<file path="config.mk">
export PLATFORM = sky130hd
export DESIGN_NAME = pio_port
export DESIGN_NICKNAME = d
export VERILOG_FILES = /design/src/rtl/pio_pkg.sv /design/src/rtl/pio_sync.sv /design/src/rtl/pio_regfile.sv /design/src/rtl/pio_irq_detect.sv /design/src/rtl/pio_irq_route.sv /design/src/rtl/pio_port.sv
export SDC_FILE = /design/constraint.sdc
export NUM_CORES = 1
export LEC_CHECK = 0
export BUFFER_PORTS_ARGS = -buffer_cell sky130_fd_sc_hd__buf_4
export CORE_ASPECT_RATIO = 1.5
export CORE_MARGIN = 1
export CORE_UTILIZATION = 44
export CTS_CLUSTER_DIAMETER = 40
export DETAILED_ROUTE_END_ITERATION = 6
export MAX_ROUTING_LAYER = met4
export PLACE_DENSITY = 0.73
export SYNTH_ARGS = -nofsm -noshare
export SYNTH_HDL_FRONTEND = slang
export SYNTH_SLANG_ARGS = --single-unit
</file>
<file path="constraint.sdc">
create_clock -name clk_i -period 2.93 [get_ports clk_i]
set_input_delay 0.293 -clock clk_i [delete_from_list [all_inputs] [get_ports clk_i]]
set_output_delay 0.293 -clock clk_i [all_outputs]
set_load 0.01 [all_outputs]
</file>
<file path="src/rtl/pio_pkg.sv">
package pio_pkg;
   localparam int MAX_LINES = 32;
   localparam int MAX_OUTS  = 32;

   localparam int OFF_DATA  = 'h00;
   localparam int OFF_OUT   = 'h04;
   localparam int OFF_DIR   = 'h08;
   localparam int OFF_MASK  = 'h0C;
   localparam int OFF_POL   = 'h10;
   localparam int OFF_KIND  = 'h14;
   localparam int OFF_ROUTE = 'h20;

   // One routing byte per line
   typedef struct packed {
      logic       unrouted;
      logic [1:0] spare;
      logic [4:0] sel;
   } route_t;

   localparam route_t ROUTE_RESET = '{unrouted: 1'b1, spare: 2'b00, sel: 5'd0};
endpackage

</file>
<file path="src/rtl/pio_sync.sv">
module pio_sync #(
   parameter int W      = 8,
   parameter int STAGES = 2
) (
   input  logic         clk_i,
   input  logic         rst_ni,
   input  logic [W-1:0] d_i,
   output logic [W-1:0] q_o
);
   logic [W-1:0] stg [STAGES];

   always_ff @(posedge clk_i or negedge rst_ni) begin
      if (!rst_ni) begin
         for (int i = 0; i < STAGES; i++) stg[i] <= '0;
      end else begin
         stg[0] <= d_i;
         for (int i = 1; i < STAGES; i++) stg[i] <= stg[i-1];
      end
   end

   assign q_o = stg[STAGES-1];
endmodule

</file>
<file path="src/rtl/pio_regfile.sv">
module pio_regfile
   import pio_pkg::*;
#(
   parameter int NLINES = 8,
   parameter int ADDR_W = 8
) (
   input  logic                clk_i,
   input  logic                rst_ni,
   input  logic                bus_en_i,
   input  logic                bus_wr_i,
   input  logic [ADDR_W-1:0]   bus_addr_i,
   input  logic [31:0]         bus_wdata_i,
   output logic [31:0]         bus_rdata_o,
   input  logic [NLINES-1:0]   data_i,
   output logic [NLINES-1:0]   out_q,
   output logic [NLINES-1:0]   dir_q,
   output logic [NLINES-1:0]   mask_q,
   output logic [NLINES-1:0]   pol_q,
   output logic [NLINES-1:0]   kind_q,
   output route_t [NLINES-1:0] map_q
);
   localparam int WW     = ADDR_W - 2;
   localparam int MAPW   = (NLINES + 3) / 4;
   localparam int RWORD0 = OFF_ROUTE >> 2;

   logic [WW-1:0] word;
   logic          we;
   logic [31:0]   map_words [MAPW];
   logic          unused_lo;

   assign word      = bus_addr_i[ADDR_W-1:2];
   assign unused_lo = ^bus_addr_i[1:0];
   assign we        = bus_en_i && bus_wr_i;

   always_ff @(posedge clk_i or negedge rst_ni) begin
      if (!rst_ni) begin
         out_q  <= '0;
         dir_q  <= '0;
         mask_q <= '0;
         pol_q  <= '0;
         kind_q <= '0;
         for (int n = 0; n < NLINES; n++) map_q[n] <= ROUTE_RESET;
      end else if (we) begin
         if (word == WW'(OFF_OUT >> 2))  out_q  <= bus_wdata_i[NLINES-1:0];
         if (word == WW'(OFF_DIR >> 2))  dir_q  <= bus_wdata_i[NLINES-1:0];
         if (word == WW'(OFF_MASK >> 2)) mask_q <= bus_wdata_i[NLINES-1:0];
         if (word == WW'(OFF_POL >> 2))  pol_q  <= bus_wdata_i[NLINES-1:0];
         if (word == WW'(OFF_KIND >> 2)) kind_q <= bus_wdata_i[NLINES-1:0];
         for (int n = 0; n < NLINES; n++)
            if (word == WW'(RWORD0 + n / 4)) map_q[n] <= bus_wdata_i[8*(n%4) +: 8];
      end
   end

   always_comb begin
      for (int w = 0; w < MAPW; w++) map_words[w] = '0;
      for (int n = 0; n < NLINES; n++) map_words[n/4][8*(n%4) +: 8] = map_q[n];
   end

   always_comb begin
      bus_rdata_o = '0;
      if (bus_en_i && !bus_wr_i) begin
         if (word == WW'(OFF_DATA >> 2)) bus_rdata_o[NLINES-1:0] = data_i;
         if (word == WW'(OFF_OUT >> 2))  bus_rdata_o[NLINES-1:0] = out_q;
         if (word == WW'(OFF_DIR >> 2))  bus_rdata_o[NLINES-1:0] = dir_q;
         if (word == WW'(OFF_MASK >> 2)) bus_rdata_o[NLINES-1:0] = mask_q;
         if (word == WW'(OFF_POL >> 2))  bus_rdata_o[NLINES-1:0] = pol_q;
         if (word == WW'(OFF_KIND >> 2)) bus_rdata_o[NLINES-1:0] = kind_q;
         for (int w = 0; w < MAPW; w++)
            if (word == WW'(RWORD0 + w)) bus_rdata_o = map_words[w];
      end
   end
endmodule

</file>
<file path="src/rtl/pio_irq_detect.sv">
module pio_irq_detect #(
   parameter int NLINES = 8
) (
   input  logic              clk_i,
   input  logic              rst_ni,
   input  logic [NLINES-1:0] lvl_i,
   input  logic [NLINES-1:0] mask_i,
   input  logic [NLINES-1:0] pol_i,
   input  logic [NLINES-1:0] kind_i,
   output logic [NLINES-1:0] act_o
);
   logic [NLINES-1:0] prev_q;
   logic [NLINES-1:0] rise, fall, lvl_hit, edg_hit;

   always_ff @(posedge clk_i or negedge rst_ni) begin
      if (!rst_ni) prev_q <= '0;
      else         prev_q <= lvl_i;
   end

   assign rise    = lvl_i & ~prev_q;
   assign fall    = ~lvl_i & prev_q;
   assign lvl_hit = ~(pol_i ^ lvl_i);
   assign edg_hit = (pol_i & rise) | (~pol_i & fall);
   assign act_o   = mask_i & ((kind_i & edg_hit) | (~kind_i & lvl_hit));
endmodule

</file>
<file path="src/rtl/pio_irq_route.sv">
module pio_irq_route
   import pio_pkg::*;
#(
   parameter int NLINES = 8,
   parameter int NOUT   = 4
) (
   input  logic                clk_i,
   input  logic                rst_ni,
   input  logic [NLINES-1:0]   act_i,
   input  route_t [NLINES-1:0] map_i,
   output logic [NOUT-1:0]     irq_o
);
   logic [NOUT-1:0] hit;

   always_comb begin
      hit = '0;
      for (int k = 0; k < NOUT; k++)
         for (int n = 0; n < NLINES; n++)
            if (act_i[n] && !map_i[n].unrouted && map_i[n].sel == 5'(k)) hit[k] = 1'b1;
   end

   always_ff @(posedge clk_i or negedge rst_ni) begin
      if (!rst_ni) irq_o <= '0;
      else         irq_o <= hit;
   end
endmodule

</file>
<file path="src/rtl/pio_port.sv">
module pio_port
   import pio_pkg::*;
#(
   parameter int NLINES      = 8,
   parameter int NOUT        = 4,
   parameter int SYNC_STAGES = 2,
   parameter int ADDR_W      = 8
) (
   input  logic              clk_i,
   input  logic              rst_ni,
   input  logic              bus_en_i,
   input  logic              bus_wr_i,
   input  logic [ADDR_W-1:0] bus_addr_i,
   input  logic [31:0]       bus_wdata_i,
   output logic [31:0]       bus_rdata_o,
   input  logic [NLINES-1:0] pad_i,
   output logic [NLINES-1:0] pad_o,
   output logic [NLINES-1:0] pad_oe_o,
   output logic [NOUT-1:0]   irq_o
);
   localparam int MAPW   = (NLINES + 3) / 4;
   localparam int TOP_BY = OFF_ROUTE + 4 * MAPW;

   if (NLINES < 1 || NLINES > MAX_LINES) begin : g_bad_lines
      $fatal(1, "pio_port: NLINES out of range");
   end
   if (NOUT < 1 || NOUT > MAX_OUTS) begin : g_bad_outs
      $fatal(1, "pio_port: NOUT out of range");
   end
   if (SYNC_STAGES < 2) begin : g_bad_sync
      $fatal(1, "pio_port: SYNC_STAGES below 2");
   end
   if (ADDR_W > 30 || (1 << ADDR_W) < TOP_BY) begin : g_bad_addr
      $fatal(1, "pio_port: ADDR_W cannot reach routing area");
   end

   logic [NLINES-1:0]   lvl, out_q, dir_q, mask_q, pol_q, kind_q, act;
   route_t [NLINES-1:0] map_q;

   pio_sync #(.W(NLINES), .STAGES(SYNC_STAGES)) u_sync (
      .clk_i(clk_i), .rst_ni(rst_ni), .d_i(pad_i), .q_o(lvl));

   pio_regfile #(.NLINES(NLINES), .ADDR_W(ADDR_W)) u_regs (
      .clk_i(clk_i), .rst_ni(rst_ni),
      .bus_en_i(bus_en_i), .bus_wr_i(bus_wr_i), .bus_addr_i(bus_addr_i),
      .bus_wdata_i(bus_wdata_i), .bus_rdata_o(bus_rdata_o),
      .data_i(lvl), .out_q(out_q), .dir_q(dir_q), .mask_q(mask_q),
      .pol_q(pol_q), .kind_q(kind_q), .map_q(map_q));

   pio_irq_detect #(.NLINES(NLINES)) u_det (
      .clk_i(clk_i), .rst_ni(rst_ni), .lvl_i(lvl), .mask_i(mask_q),
      .pol_i(pol_q), .kind_i(kind_q), .act_o(act));

   pio_irq_route #(.NLINES(NLINES), .NOUT(NOUT)) u_route (
      .clk_i(clk_i), .rst_ni(rst_ni), .act_i(act), .map_i(map_q), .irq_o(irq_o));

   assign pad_o    = out_q;
   assign pad_oe_o = dir_q;
endmodule

</file>
==> flow_summary.json, run 1 <==
{
  "rsz0062_at_grt": "no",
  "design.die.area_sq_um": 14500,
  "postSynthRegisterBits": 132,
  "grt_max_degree": 60,
  "finalWeightedCongestion": 0.923,
  "skew_ns": 0.00618,
  "num-fill-cells": 1138,
  "routed_wl_mm": 15.2,
  "port-buffer-count": 101,
  "combinational_family_with_the_most_area_after_synthesis": "multiplexers",
  "clk_pin_slew_ns": 0.06,
  "slew_at_the_pin_closest_to_its_max_slew_limit_ns": 0.692,
  "hold_viol": 0,
  "tritoncts.num_buffers": 17,
  "cts_repair_resize_count": 0,
  "holdWs_ns": 0.102,
  "largest_voltage_drop_on_the_vdd_net_uv": 361,
  "die_h_um": 147,
  "drv.max_cap_violation_count": 0,
  "io-pin-count": 104,
  "htree_levels": 4,
  "number_of_vias_per_cell": 5.71,
  "dr.first_iter.drc_count": 200,
  "floorplan.rows": 52,
  "seq_area_frac_synth_pct": 53.8,
  "clock_insertion_delay_worst_skew_ns": 0.41,
  "num-nets-final": 648,
  "largest_area_contributor_in_the_netlist": "dfrtp_1",
  "drc": 0,
  "critical_path_required_ns": 2.64,
  "critPathMaxFanout": 13,
  "detailroute.via_count": 4393,
  "synthDistinctLibCells": 57,
  "min-delay-start": "bus_wdata_i[26]",
  "synthAdderAreaFrac_pct": 0,
  "post-route-min-period_ns": 2.52,
  "r2r-start": "u_regs.map_q[36]",
  "root_buffer_selected_by_cts": "clkbuf_16",
  "status": "completed",
  "drive_gt1_share_pct": 39.6,
  "power.static_leakage_uw": 0.00362,
  "synthesis.instances": 473,
  "complex_gate_fraction_of_the_synthesized_area_pct": 8.68,
  "yosys.area_share.xor_xnor_pct": 2.28,
  "grt_pass1_wl_mm": 24.5,
  "grt_overflow_total": 0,
  "layout_worst_path_cycle_share_pct": 85.9,
  "layout_common_cells": "dfrtp_1 (124), buf_4 (113), mux2_2 (68)",
  "finalSetupTns_ns": 0,
  "most_common_library_cell_in_the_layout_ignoring_fill_and_taps": "dfrtp_1",
  "critPathLaunchType": "input pin",
  "power_per_cell_area_nw_per_um2": 576,
  "synth_async_sr_flop_share_pct": 100,
  "fmax_ghz": 0.397,
  "synth.cell_area_sq_um": 6150,
  "ys_top_cells_by_area": "dfrtp_1 (50%), mux2_2 (12%), mux2_1 (6.6%)",
  "flow.area_growth_from_synthesis_pct": 26.3,
  "clock_sink_count": 132,
  "synthDominantCellAreaShare_pct": 50.4,
  "floorplan.die.width_um": 98.6,
  "critPathArrivalTime_ns": 2.22,
  "synth_top_flop_cell": "dfrtp_1",
  "global_route.usage.total_pct": 22.9,
  "initial_utilization_pct": 45.3,
  "grt_pass1_vias": 4648,
  "cts.path.max_buffers": 2,
  "drt_first_pass_iters": 4,
  "max_slew_margin_pct": 53.7,
  "drv_slew": 0,
  "setup_viol": 0,
  "detailedPlacementHpwl_mm": 10.8,
  "postSynthNetCount": 525,
  "holdCritPathClass": "input pin to flip-flop",
  "core_area_sq_um": 13600,
  "antenna_diode_count": 0,
  "syn-mean-instance-area_sq_um": 13.0,
  "synthSimpleGateAreaFrac_pct": 11.5,
  "timing.setup.critical_path_class": "input pin to output pin",
  "antenna_found_initial": 0,
  "seq_area_sq_um": 3310,
  "synth_mux_area_share_pct": 22.0,
  "tritoncts_clock_tree": "done",
  "number_of_nets_still_failing_antenna_checks_after_routing": 0,
  "critical_path_sink_type": "output pin",
  "startpoint": "bus_addr_i[3]",
  "route.detailed.wl_per_inst_um": 19.8,
  "ys.warnings.count": 0,
  "synth_edf_count": 0,
  "multi_input_comb_area_sq_um": 2730
}
-- worst max-delay path, cell delays in order --
cell	delay, ns
buf_4	0.19
or3_4	0.43
or3b_2	0.58
nor2_1	0.15
a21oi_1	0.05
o32ai_1	0.34
buf_4	0.19
-- cell type report --
type	instances	area share [%]
repair buffers	123	12.3
well taps	162	2.61
multi-input cells	316	35.2
flip-flops and latches	132	42.6
clock buffers	21	5.92
clock inverters	10	1.08
inverters	6	0.290
-- through the flow --
stage               worst slack, ns  total power [uW]  utilization, %  instances  area [sq um]
floorplan                     0.917              2320               -        473          6150
global placement              0.474              2530            52.5        730          7140
detailed placement            0.444              2560            52.5        730          7140
CTS                           0.416              4520            57.2        770          7770
global route                  0.343              4670            57.2        770          7770
finish                        0.413              4480            57.2        770          7770
-- metal layers --
metal	share of wire [%]	track usage, %	vias to the layer above	wire length [um]
li1	-	-	2015	-
met3	4.6	4.23	28	695
met1	40	26.4	2218	6060
met2	53	38.2	132	7990
met5	0	-	-	0
met4	3.1	11.2	0	467
-- logic make-up (layout without fill, tap and decap cells) --
kind of cell / count (synthesis) / after routing
AND/OR/NAND/NOR: 118 / 118
multiplexers: 112 / 112
buffers and inverters: 25 / 160
AO/OA/AOI/OAI: 70 / 70
XOR/XNOR: 16 / 16
flip-flops: 132 / 132
-- registers in the layout, summed over array words and instances (netlist names) --
signal / count
u_det.prev_q: 8
u_regs.dir_q: 8
u_regs.kind_q: 8
u_regs.map_q: 64
u_regs.mask_q: 8
u_regs.out_q: 8
u_regs.pol_q: 8
u_route.irq_o: 4
u_sync.q_o: 8
u_sync.stg: 8
-- worst paths after layout --
kind	endpoint	slack [ns]	depth (start not counted)
min in group asynchronous	u_sync.stg[12]	0.43	2
setup / recovery	bus_rdata_o[5]	0.41	7
hold reg to reg	u_sync.q_o[6]	0.35	0
setup reg to reg	u_route.irq_o[1]	0.90	5
hold / removal	u_regs.map_q[26]	0.10	2
max in group asynchronous	u_regs.map_q[63]	1.62	3
-- cells in the mapped netlist (all sizes together) (4+ instances only) --
cell and n:
dfrtp 124, mux2 104, nor2 44, a22oi 31
xnor2 14, nand2 12, clkbuf 10, buf 9
dfstp 8, mux4 8, nand3 8, nor4 8
nand4 7, o22ai 7, a22o 6, and3 6
inv 6, o21ai 6, a21oi 5, nor3 5
nand2b 4, or3 4
-- where the power goes --
| part | switching (uW) | leakage [uW] | internal (uW) |
|---|---|---|---|
| Combinational | 205 | 0.00162 | 236 |
| Clock | 750 | 0.000268 | 1200 |
| Sequential | 121 | 0.00172 | 1970 |
| Total | 1080 | 0.00362 | 3400 |
-- repair_timing --
item	CTS	global route
buffers inserted	0	0
hold buffers	9	0
hold endpoints to repair	47	0
Note: power is estimated with default switching activity, not from simulation.
==> run 2: changes to the inputs <==
SETUP_SLACK_MARGIN = 0.5   (was not set)
==> run 2 against run 1 <==
Setup slack gained 0.18 ns; sequential power is essentially flat; first-iteration DRC count shrank 11%; hold slack gained 0.0021 ns; clock skew shrank 0.0011 ns; utilization grew 0.30 points; via count grew 2.3%; combinational power is essentially flat; die area is the same; register-to-register slack lost 0.03 ns; largest cell class unchanged; highest routed layer unchanged.
==> flow_summary.json, run 2 (synthesis gave the netlist of run 1 again) <==
{
  "power_per_cell_area_nw_per_um2": 574,
  "crit_chain": "buf_4 > or4b_4 > or2_2 > o2bb2ai_1 > o21ai_0 > and3_1 > buf_4",
  "ff_to_ff_path_depth": 5,
  "top_layer": "met4",
  "drt_first_pass_iters": 4,
  "design.die.area_sq_um": 14500,
  "initial_utilization_pct": 45.3,
  "timing.critical_path.slowest_stage_cell": "or4b_4",
  "htree_levels": 4,
  "status": "completed",
  "dr.first_iter.drc_count": 178,
  "die_h_um": 147,
  "fmax_ghz": 0.428,
  "slew_at_the_pin_closest_to_its_max_slew_limit_ns": 0.612,
  "number_of_vias_per_cell": 5.83,
  "pre_cts_slack_ns": 0.444,
  "hold_viol": 0,
  "holdCritPathClass": "input pin to flip-flop",
  "critPathLaunchType": "input pin",
  "design_power_total_uw": 4480,
  "number_of_flip_flops_under_the_largest_register_name": 64,
  "timing.critical_path.max_delay_family": "simple AND/OR/NAND/NOR gates",
  "cp_num_buf_inv": 2,
  "grt_overflow_total": 0,
  "grt_max_degree": 60,
  "timing.setup.critical_path_class": "input pin to output pin",
  "routed_wl_mm": 15.3,
  "whs_path_depth": 2,
  "layout_common_cells": "dfrtp_1 (124), buf_4 (112), mux2_2 (68)",
  "max_slew_margin_pct": 59.2,
  "drv_slew": 0,
  "antenna_diode_count": 0,
  "critPathMostFrequentCell": "buf_4",
  "reg2reg_to": "u_route.irq_o[1]",
  "critical_path_required_ns": 2.64,
  "antenna_found_initial": 0,
  "drv.max_cap_violation_count": 0,
  "cts.path.max_buffers": 2,
  "io-pin-count": 104,
  "finalSetupTns_ns": 0,
  "min-delay-start": "bus_wdata_i[26]",
  "clock_sink_count": 132,
  "tritoncts.num_buffers": 17,
  "top_register": "u_regs.map_q",
  "num-fill-cells": 1135,
  "detailedPlacementHpwl_mm": 10.8,
  "tritoncts_clock_tree": "done",
  "holdWs_ns": 0.104,
  "routed_length_on_met2_mm": 7.93,
  "global_route.usage.total_pct": 22.9,
  "skew_ns": 0.00507,
  "grt_pass1_wl_mm": 24.5,
  "detailroute.via_count": 4495,
  "seq_area_sq_um": 3310,
  "grt_pass1_vias": 4673,
  "worst-path-stages": 7,
  "route.detailed.wl_per_inst_um": 19.8,
  "critical_path.max_stage_delay_ns": 0.56,
  "floorplan.rows": 52,
  "r2r-start": "u_regs.map_q[36]",
  "root_buffer_selected_by_cts": "clkbuf_16",
  "drive_gt1_share_pct": 40.2,
  "rsz0062_at_grt": "no",
  "finalWorstSetupSlack_ns": 0.596,
  "number_of_nets_still_failing_antenna_checks_after_routing": 0,
  "floorplan.die.width_um": 98.6,
  "critical_path_sink_type": "output pin",
  "port-buffer-count": 101,
  "num-nets-final": 649,
  "timing.reg2reg.setup_slack_ns": 0.87,
  "power.static_leakage_uw": 0.00363,
  "hold-path-endpoint": "u_regs.map_q[26]",
  "largest_voltage_drop_on_the_vdd_net_uv": 362,
  "flow.area_growth_from_synthesis_pct": 27.0,
  "routed-wl-met3_um": 678,
  "most_common_library_cell_in_the_layout_ignoring_fill_and_taps": "dfrtp_1",
  "route.layer.met1.wl_mm": 6.09,
  "critPathMaxFanout": 9,
  "multi_input_comb_area_sq_um": 2750,
  "critPathArrivalTime_ns": 2.04,
  "core_area_sq_um": 13600,
  "drc": 0,
  "layout_worst_path_cycle_share_pct": 79.7,
  "clk_pin_slew_ns": 0.06,
  "setup_viol": 0,
  "post-route-min-period_ns": 2.33,
  "clock_insertion_delay_worst_skew_ns": 0.41,
  "finalWeightedCongestion": 0.923
}
-- run 2: changes by cell type in the layout (fill, tap and decap cells not counted), sizes merged --
| cell | delta |
|---|---|
| buf | +1 |
-- run 2: final cells by class --
class / instances / share of cell area, %
flip-flops and latches: 132 / 42.4
multi-input cells: 316 / 35.2
repair buffers: 124 / 12.6
clock buffers: 21 / 5.89
well taps: 162 / 2.59
clock inverters: 10 / 1.07
inverters: 6 / 0.288
-- run 2: stage by stage --
step	util, %	cell area (sq um)	cells
after detailed placement	52.5	7140	730
final	57.5	7820	771
after global routing	57.5	7820	771
after floorplan	-	6150	473
after global placement	52.5	7140	730
after CTS	57.3	7790	770
-- run 2: worst max path at each step --
stage                  start              to  slack (ns)
3_3_place_gp   bus_addr_i[3]  bus_rdata_o[5]        0.47
6_report       bus_addr_i[5]  bus_rdata_o[7]        0.60
3_5_place_dp   bus_addr_i[3]  bus_rdata_o[5]        0.44
5_1_grt        bus_addr_i[5]  bus_rdata_o[7]        0.53
2_1_floorplan  bus_addr_i[3]  bus_rdata_o[1]        0.92
4_1_cts        bus_addr_i[3]  bus_rdata_o[1]        0.49
-- run 2: layer usage --
metal | up-vias | track usage (%)
met5 | - | -
met4 | 0 | 12.5
met3 | 41 | 3.81
met2 | 154 | 38.0
met1 | 2282 | 26.3
li1 | 2018 | -
-- run 2: report_power, final --
group	switching (uW)	internal, uW
clock network	747	1200
registers	122	1970
logic	207	238
-- run 2: timing repair --
action                                  CTS  global route
resized for setup                         2             3
hold buffers                              9             0
pin swaps                                 0             1
buffers inserted                          0             1
endpoints found under the hold margin    47             0
endpoints found under the setup margin    3            32
==> run 3: changes to the inputs <==
clock period = 2.3 ns   (was 2.93 ns; I/O delays follow)
==> run 3 against run 2 <==
Total power grew 36%; first-iteration DRC count is 52% higher; hold slack got worse by 0.069 ns; sequential power is 28% higher; design area grew 8.9%; setup slack worse by 0.42 ns; utilization rose by 5.1 points; largest power group is now clock.
==> flow_summary.json, run 3 (synthesis gave the netlist of run 1 again) <==
{
  "clock_insertion_delay_worst_skew_ns": 0.42,
  "initial_utilization_pct": 45.3,
  "finalSetupTns_ns": 0,
  "grt_overflow_total": 0,
  "timing.critical_path.max_delay_family": "simple AND/OR/NAND/NOR gates",
  "number_of_flip_flops_under_the_largest_register_name": 64,
  "critical_path_sink_type": "output pin",
  "holdWs_ns": 0.0346,
  "min-delay-start": "bus_wdata_i[11]",
  "fmax_ghz": 0.470,
  "dr.first_iter.drc_count": 271,
  "post-route-min-period_ns": 2.13,
  "critPathMaxFanout": 5,
  "setup_viol": 0,
  "number_of_vias_per_cell": 5.73,
  "io-pin-count": 104,
  "drc": 0,
  "port-buffer-count": 101,
  "antenna_diode_count": 0,
  "hold_viol": 0,
  "reg2reg_to": "u_route.irq_o[2]",
  "timing.setup.critical_path_class": "input pin to output pin",
  "r2r-start": "u_regs.map_q[36]",
  "detailroute.via_count": 4649,
  "critical_path_required_ns": 2.07,
  "drive_gt1_share_pct": 48.8,
  "antenna_found_initial": 0,
  "timing.reg2reg.setup_slack_ns": 0.57,
  "power.static_leakage_uw": 0.00394,
  "skew_ns": 0.00852,
  "largest_voltage_drop_on_the_vdd_net_uv": 500,
  "critPathArrivalTime_ns": 1.90,
  "top_register": "u_regs.map_q",
  "final_cells": 812,
  "clock_sink_count": 132,
  "core_area_sq_um": 13600,
  "dp.cells": 734,
  "startpoint": "bus_addr_i[5]",
  "floorplan.rows": 52,
  "grt_max_degree": 53,
  "slew_at_the_pin_closest_to_its_max_slew_limit_ns": 0.675,
  "timing.critical_path.slowest_stage_cell": "or4b_4",
  "power_per_cell_area_nw_per_um2": 716,
  "clk_pin_slew_ns": 0.06,
  "design.die.area_sq_um": 14500,
  "root_buffer_selected_by_cts": "clkbuf_16",
  "critPathLaunchType": "input pin",
  "detailedPlacementHpwl_mm": 10.8,
  "rsz0062_at_grt": "yes",
  "most_common_library_cell_in_the_layout_ignoring_fill_and_taps": "buf_4",
  "global_route.usage.total_pct": 24.4,
  "max_slew_margin_pct": 55.0,
  "htree_levels": 4,
  "route.detailed.wl_per_inst_um": 20.6,
  "holdCritPathClass": "input pin to flip-flop",
  "number_of_nets_still_failing_antenna_checks_after_routing": 0,
  "flow.area_growth_from_synthesis_pct": 38.3,
  "drv_slew": 0,
  "cts.path.max_buffers": 2,
  "tritoncts_clock_tree": "done",
  "layout_worst_path_cycle_share_pct": 92.4,
  "routed_wl_mm": 16.7,
  "crit_chain": "buf_4 > or4b_4 > nor2_1 > nor2_1 > o22ai_1 > buf_4",
  "worst-path-stages": 6,
  "ff_to_ff_path_depth": 6,
  "grt_pass1_vias": 5023,
  "drt_first_pass_iters": 4,
  "num-nets-final": 689,
  "status": "completed",
  "cp_num_buf_inv": 2,
  "timing.critical_path.to": "bus_rdata_o[2]",
  "layout_common_cells": "buf_4 (135), dfrtp_1 (124), mux2_2 (68)",
  "floorplan.die.width_um": 98.6,
  "num-fill-cells": 1019,
  "drv.max_cap_violation_count": 0,
  "critical_path.max_stage_delay_ns": 0.57,
  "finalWeightedCongestion": 0.900,
  "die_h_um": 147,
  "grt_pass1_wl_mm": 26.0,
  "tritoncts.num_buffers": 17
}
run 3: cell type report:
cell class / count / area, sq um / share of cell area (%)
sequential: 132 / 3310 / 38.9
multi-input combinational: 316 / 2910 / 34.2
timing repair buffer: 164 / 1450 / 17.1
clock buffer: 20 / 457 / 5.37
tap: 162 / 203 / 2.38
clock inverter: 12 / 154 / 1.81
inverter: 6 / 22.5 / 0.265
run 3: worst min-delay path by stage:
stage,to,cells past startpoint
final,u_regs.map_q[11],2
after global routing,u_regs.map_q[29],2
after CTS,u_regs.map_q[11],2
after detailed placement,u_regs.out_q[3],1
after global placement,u_regs.out_q[2],1
after floorplan,u_det.prev_q[0],0
run 3: layer usage:
metal  wire [um]  GRT usage (%)
met2        9060           41.6
met3         674           5.33
met1        6500           27.0
met5           0              -
met4         501           11.7
run 3: report_power, final:
group          total [uW]  switching [uW]  internal, uW
registers            2670             161          2510
logic                 639             288           351
clock network        2780            1020          1760
total                6090            1470          4620
run 3: through the flow:
| step | util (%) | area (sq um) | total power [uW] | setup slack, ns |
|---|---|---|---|---|
| detailed placement | 53.0 | 7210 | 3270 | 0.0864 |
| finish | 62.6 | 8510 | 6090 | 0.175 |
| global placement | 53.0 | 7210 | 3240 | 0.0953 |
| global route | 62.6 | 8510 | 6320 | 0.123 |
| CTS | 60.0 | 8160 | 6100 | 0.215 |
| floorplan | - | 6170 | 2960 | 0.503 |
run 3: timing repair:
item | 4_1_cts | 5_1_grt
buffers inserted | 21 | 10
endpoints found under the hold margin | 52 | 0
resized for setup | 13 | 38
hold buffers | 9 | 0
setup endpoints to repair | 14 | 61
pin swaps | 13 | 21
gates cloned | 1 | 5
